[src/rtl/pfq_pkg.sv]
// Package: shared widths and types for the prefetch queue.
// Assumes two instructions per bus word and two buffered words.
package pfq_pkg;
    localparam int INSN_W  = 16;
    localparam int WORD_W  = 2 * INSN_W;
    localparam int ENTRIES = 2;
    localparam int BYTES_PER_WORD = WORD_W / 8;

    typedef logic [INSN_W-1:0] insn_t;
    typedef logic [WORD_W-1:0] word_t;
    typedef logic [1:0]        half_vld_t;   // bit0 = lower halfword, bit1 = upper
endpackage

[src/rtl/pfq_slot.sv]
// Module: pfq_slot
// One 32-bit queue entry with a valid bit per halfword.
// Assumes the owner writes only when the entry is empty and takes only
// when it is not; a take consumes the lower valid halfword first.
module pfq_slot
    import pfq_pkg::*;
(
    input  logic      clk,
    input  logic      rst_n,
    input  logic      clr,
    input  logic      wr_en,
    input  logic      wr_skip,
    input  word_t     wr_data,
    input  logic      take,
    output half_vld_t vld,
    output word_t     data
);

    // Halfword valid tracking: clear, fill, or consume one halfword.
    always_ff @(posedge clk) begin
        if (!rst_n) begin
            vld <= '0;
        end else if (clr) begin
            vld <= '0;
        end else if (wr_en) begin
            vld <= wr_skip ? 2'b10 : 2'b11;
        end else if (take) begin
            if (vld[0]) vld[0] <= 1'b0;
            else        vld[1] <= 1'b0;
        end
    end

    // Word storage, loaded on every write.
    always_ff @(posedge clk) begin
        if (!rst_n)     data <= '0;
        else if (wr_en) data <= wr_data;
    end

endmodule

[src/rtl/pfq_fetch_ctl.sv]
// Module: pfq_fetch_ctl
// Issues word fetches, tracks the single outstanding access, drops the
// response of an access overtaken by a flush, and remembers whether the
// first word after a redirect must lose its lower halfword.
// Assumes the bus returns exactly one response per accepted request.
module pfq_fetch_ctl
    import pfq_pkg::*;
#(
    parameter int          ADDR_W     = 32,
    parameter logic [31:0] RESET_ADDR = 32'h0
)(
    input  logic              clk,
    input  logic              rst_n,
    input  logic              flush,
    input  logic [ADDR_W-1:0] redir,
    input  logic              has_free,
    input  logic              ack,
    input  logic              rsp_valid,
    output logic              req,
    output logic [ADDR_W-1:0] addr,
    output logic              wr_en,
    output logic              wr_skip
);

    localparam logic [ADDR_W-1:0] STEP     = ADDR_W'(BYTES_PER_WORD);
    localparam logic [ADDR_W-1:0] BOOT     = ADDR_W'(RESET_ADDR);
    localparam logic [ADDR_W-1:0] ALIGN_MK = ~ADDR_W'(BYTES_PER_WORD - 1);

    logic outstanding;
    logic drop;
    logic skip;

    // Request only with a free entry, an idle bus and no flush this cycle.
    assign req     = has_free && !outstanding && !flush;
    // Accept response data unless stale or overtaken by a flush.
    assign wr_en   = rsp_valid && outstanding && !drop && !flush;
    assign wr_skip = skip;

    // Next fetch address: redirect, advance on acceptance, else hold.
    always_ff @(posedge clk) begin
        if (!rst_n)          addr <= BOOT & ALIGN_MK;
        else if (flush)      addr <= redir & ALIGN_MK;
        else if (req && ack) addr <= addr + STEP;
    end

    // Single outstanding access, cleared by its response.
    always_ff @(posedge clk) begin
        if (!rst_n)          outstanding <= 1'b0;
        else if (rsp_valid)  outstanding <= 1'b0;
        else if (req && ack) outstanding <= 1'b1;
    end

    // Stale-response marker set when a flush overtakes an access.
    always_ff @(posedge clk) begin
        if (!rst_n)         drop <= 1'b0;
        else if (flush)     drop <= outstanding && !rsp_valid;
        else if (rsp_valid) drop <= 1'b0;
    end

    // Lower-halfword discard for the first word after an odd redirect.
    always_ff @(posedge clk) begin
        if (!rst_n)     skip <= 1'b0;
        else if (flush) skip <= redir[1];
        else if (wr_en) skip <= 1'b0;
    end

endmodule

[src/rtl/pfq_top.sv]
// Module: pfq_top
// Two-entry prefetch queue holding up to four 16-bit instructions.
// Words are written in fetch order and read in the same order; decode
// sees the oldest halfword combinationally from the head entry.
// Assumes redirect addresses are halfword aligned (bit 0 is ignored).
module pfq_top
    import pfq_pkg::*;
#(
    parameter int          ADDR_W     = 32,
    parameter logic [31:0] RESET_ADDR = 32'h0
)(
    input  logic              clk,
    input  logic              rst_n,
    input  logic              flush_i,
    input  logic [ADDR_W-1:0] redirect_i,
    output logic              fetch_req_o,
    output logic [ADDR_W-1:0] fetch_addr_o,
    input  logic              fetch_ack_i,
    input  logic              rsp_valid_i,
    input  logic [WORD_W-1:0] rsp_data_i,
    output logic              insn_valid_o,
    output logic [INSN_W-1:0] insn_o,
    input  logic              insn_take_i
);

    half_vld_t slot_vld  [ENTRIES];
    word_t     slot_data [ENTRIES];

    logic      rd_ptr;
    logic      wr_ptr;
    logic      has_free;
    logic      fill;
    logic      fill_skip;
    logic      take_fire;
    logic      head_last;
    half_vld_t head_vld;
    word_t     head_data;

    assign head_vld  = slot_vld[rd_ptr];
    assign head_data = slot_data[rd_ptr];
    assign has_free  = ~|slot_vld[wr_ptr];

    pfq_fetch_ctl #(
        .ADDR_W     (ADDR_W),
        .RESET_ADDR (RESET_ADDR)
    ) u_fetch (
        .clk       (clk),
        .rst_n     (rst_n),
        .flush     (flush_i),
        .redir     (redirect_i),
        .has_free  (has_free),
        .ack       (fetch_ack_i),
        .rsp_valid (rsp_valid_i),
        .req       (fetch_req_o),
        .addr      (fetch_addr_o),
        .wr_en     (fill),
        .wr_skip   (fill_skip)
    );

    for (genvar g = 0; g < ENTRIES; g++) begin : g_slot
        pfq_slot u_slot (
            .clk     (clk),
            .rst_n   (rst_n),
            .clr     (flush_i),
            .wr_en   (fill && (wr_ptr == 1'(g))),
            .wr_skip (fill_skip),
            .wr_data (rsp_data_i),
            .take    (take_fire && (rd_ptr == 1'(g))),
            .vld     (slot_vld[g]),
            .data    (slot_data[g])
        );
    end

    // Present the lower halfword first, then the upper one.
    always_comb begin
        insn_valid_o = |head_vld;
        insn_o       = head_vld[0] ? head_data[INSN_W-1:0] : head_data[WORD_W-1:INSN_W];
    end

    assign take_fire = insn_valid_o && insn_take_i && !flush_i;
    assign head_last = take_fire && (head_vld != 2'b11);

    // Entry pointers: reset on flush, advance on fill and on draining the head.
    always_ff @(posedge clk) begin
        if (!rst_n || flush_i) begin
            rd_ptr <= 1'b0;
            wr_ptr <= 1'b0;
        end else begin
            if (fill)      wr_ptr <= ~wr_ptr;
            if (head_last) rd_ptr <= ~rd_ptr;
        end
    end

endmodule

[config.mk]
export PLATFORM = sky130hd
export DESIGN_NAME = pfq_top
export DESIGN_NICKNAME = d
export VERILOG_FILES = /design/src/rtl/pfq_pkg.sv /design/src/rtl/pfq_slot.sv /design/src/rtl/pfq_fetch_ctl.sv /design/src/rtl/pfq_top.sv
export SDC_FILE = /design/constraint.sdc
export NUM_CORES = 1
export LEC_CHECK = 0
export BUFFER_PORTS_ARGS = -buffer_cell sky130_fd_sc_hd__buf_2
export CORE_ASPECT_RATIO = 0.6
export CORE_UTILIZATION = 34
export DETAILED_ROUTE_END_ITERATION = 12
export PLACE_DENSITY = 0.64
export SLEW_MARGIN = 20
export SYNTH_ARGS = -nofsm -noshare
export SYNTH_HDL_FRONTEND = slang
export SYNTH_HIERARCHICAL = 1
export SYNTH_SLANG_ARGS = --single-unit
[constraint.sdc]
create_clock -name clk -period 2.45 [get_ports clk]
set_clock_uncertainty 0.15 [all_clocks]
set_input_delay 0.3675 -clock clk [delete_from_list [all_inputs] [get_ports clk]]
set_output_delay 0.3675 -clock clk [all_outputs]
set_load 0.02 [all_outputs]
==> impl_metrics.toml <==
[run_status]
outcome = "completed"

[sta]
timing.final.crit_share = 0.9521
tightest_slew_ns = 0.7119
period_minus_slack_ns = 2.333
fmax_ghz = 0.4287
setup_violations = 0
final_hold_viol_count = 0
fin_tns_setup_ns = 0
slew_headroom = 0.5218
rsz0062_at_grt = "false"
drv_slew = 0

[synthesis]
synth-xor-area-share = 0.01464
async_reset_ff_frac = 0
synth_cells = 565
ys_seq_elements = 103
ys_types = 56
syn_area_per_cell_um2 = 9.376
synth_top_area_cell = "dfxtp_1"
synth-adder-area-share = 0.002362
synth-edff-count = 0
synth_top_cells_by_area = "dfxtp_1, mux2i_1, nor2b_1, a211oi_1, a21oi_1"
synth_top_area_frac = 0.3892
yosys-mux-area-fraction = 0.1649
synth_common_cells = "dfxtp_1, mux2i_1, nor2b_1"
yosysWarningCount = 6
synthFlopType = "dfxtp_1"
synth_top_family_by_area = "simple AND/OR/NAND/NOR gates"
yosys.area_share.simple = 0.2525
synth_compound_area_frac = 0.1190
mappedNetlistArea_um2 = 5298
yosysSeqAreaShare = 0.3892
yosysMostFrequentCell = "dfxtp_1"

[place]
dp_hpwl_um = 10290
io_buffers = 116
routabilityCongestion = 0.9077

[layout]
syn_to_final_growth_pct = 21.00
fin_util = 0.4317
drive_gt1_frac = 0.2449
n_antenna_cell = 0
num-nets-final = 752

[power]
internal_power_uw = 2683
p_leak_uw = 0.002314
swShare = 0.2604
seqPwrFrac = 0.487
ir_drop_mv = 0.3366
switching_power_uw = 944.6
clock_power_share = 0.416
power.density_nw_per_um2 = 566.0
combPwrFrac = 0.097

[critical_path]
cp.arrival_ns = 2.44
path_max_fanout = 7
required_ns = 2.56
path_class = "reg2reg"
crit_path_end_kind = "register"
cp-start-kind = "register"

[grt]
grt_pass1_vias = 4532
grt_pass1_wl_um = 22850
grt_max_degree = 69
antenna_found_initial = 0
grt_usage = 0.1774
grt_overflow = 0

[cts]
cts_tree = "done"
cts_max_path_buffers = 2
cts_buffers = 9
cts_max_level = 3
cts_sinks = 103
ctsResizeCount = 0
cts-root-buf = "clkbuf_16"
cts_hold_buf = 0
path_clk_slew_ns = 0.08
post_cts_buffers = 0
clkLatencyLatePin_ns = 0.34

[route]
wire_per_inst_um = 15.97
totalWireLength_um = 14120
dr_total_vias = 4637
firstDrtPassIters = 4
ant_nets = 0
vias_per_cell = 5.245
drt_iter0_drc = 306
drc_errors = 0

[floorplanning]
fp.coreArea_um2 = 14850
die_width_um = 163.1
die-area_um2 = 16100
fp-row-count = 34
ios = 120
start_util = 0.3568
die_y_um = 98.69

[worst_hold_path]
hold_class = "in2reg"

[run]
cap_violations = 0
[per-layer routing]
| layer | vias up | wire, um | GRT usage |
|---|---|---|---|
| li1 | 2293 | - | - |
| met2 | 125 | 6206 | 0.2686 |
| met5 | - | 0 | 0 |
| met3 | 13 | 1033 | 0.05724 |
| met1 | 2206 | 6749 | 0.2457 |
| met4 | 0 | 129 | 0.03451 |
[registers in the layout (all words and copies together), names as in the netlist]
register	cells
u_fetch/addr	30
u_fetch/outstanding	1
wr_ptr	1
g_slot.u_slot/vld	4
u_fetch/wr_skip	1
rd_ptr	1
u_fetch/drop	1
g_slot.u_slot/data	64
[kinds of logic after synthesis]
kind of cell               after synthesis
AOI/OAI and AO/OA                       97
xor gates and xnor gates                 8
adders and majority gates                1
buffers and inverters                   48
DFF                                    103
muxes                                   87
other                                    1
and+or+nand+nor                        220
[worst paths after layout]
kind	start	end	slack, ns	cells after the start
max	u_fetch/addr[2]	u_fetch/addr[19]	0.12	4
min	redirect_i[3]	u_fetch/addr[3]	0.11	2
max reg2reg	u_fetch/addr[2]	u_fetch/addr[19]	0.12	4
min reg2reg	g_slot[0].u_slot/data[22]	g_slot[0].u_slot/data[22]	0.36	2
[cell usage in the layout (no fill, tap or decap), drive strengths merged, types with 3 or more instances in the layout]
cell type,instances
o211ai,3
nor3,18
nor4,11
nor3b,4
buf,142
or4,4
nand2,18
nand4,14
o311ai,3
mux2i,85
dfxtp,103
nor2b,76
nor4bb,3
xnor2,6
a211oi,22
nand2b,6
inv,12
and4,8
nand3,13
a31oi,7
clkinv,3
o21ai,14
clkbuf,9
a311oi,6
nor2,22
a21oi,33
and2b,6
or3,7
[through the flow]
| stage | hold slack (ns) | worst slack [ns] | std cells | instance area, um2 | total power [uW] |
|---|---|---|---|---|---|
| floorplan | 0.3107 | 0.1193 | 566 | 5301 | 1996 |
| global placement | 0.3240 | 0.2252 | 868 | 6096 | 2146 |
| detailed placement | 0.3454 | 0.1376 | 868 | 6096 | 2158 |
| CTS | 0.09328 | 0.1054 | 884 | 6410 | 3680 |
| global route | 0.1069 | 0.02121 | 884 | 6410 | 3783 |
| finish | 0.1095 | 0.1173 | 884 | 6410 | 3628 |
[final cells by class]
| cell class | count | area, um2 |
|---|---|---|
| multi-input cells | 415 | 2948 |
| repair buffers | 142 | 800.8 |
| flip-flops and latches | 103 | 2062 |
| inverters | 10 | 37.54 |
| clock inverters | 7 | 88.84 |
| fillers | 1465 | 8437 |
| clock buffers | 9 | 225.2 |
| well taps | 198 | 247.7 |
[power by group through the flow]
stage / clock, uW / sequential [uW] / combinational [uW]
after floorplan: 0 / 1830 / 161
after global placement: 0 / 1800 / 344
after detailed placement: 0 / 1800 / 354
after CTS: 1560 / 1770 / 355
after global routing: 1620 / 1770 / 385
final: 1510 / 1770 / 353
[critical path, stage by stage, from the launching register on]
cell      delay, ns
dfxtp_1        0.46
nand3_2        0.20
or4_1          0.65
or4_1          0.52
a311oi_1       0.27
Power figures use the tool's default switching activity.
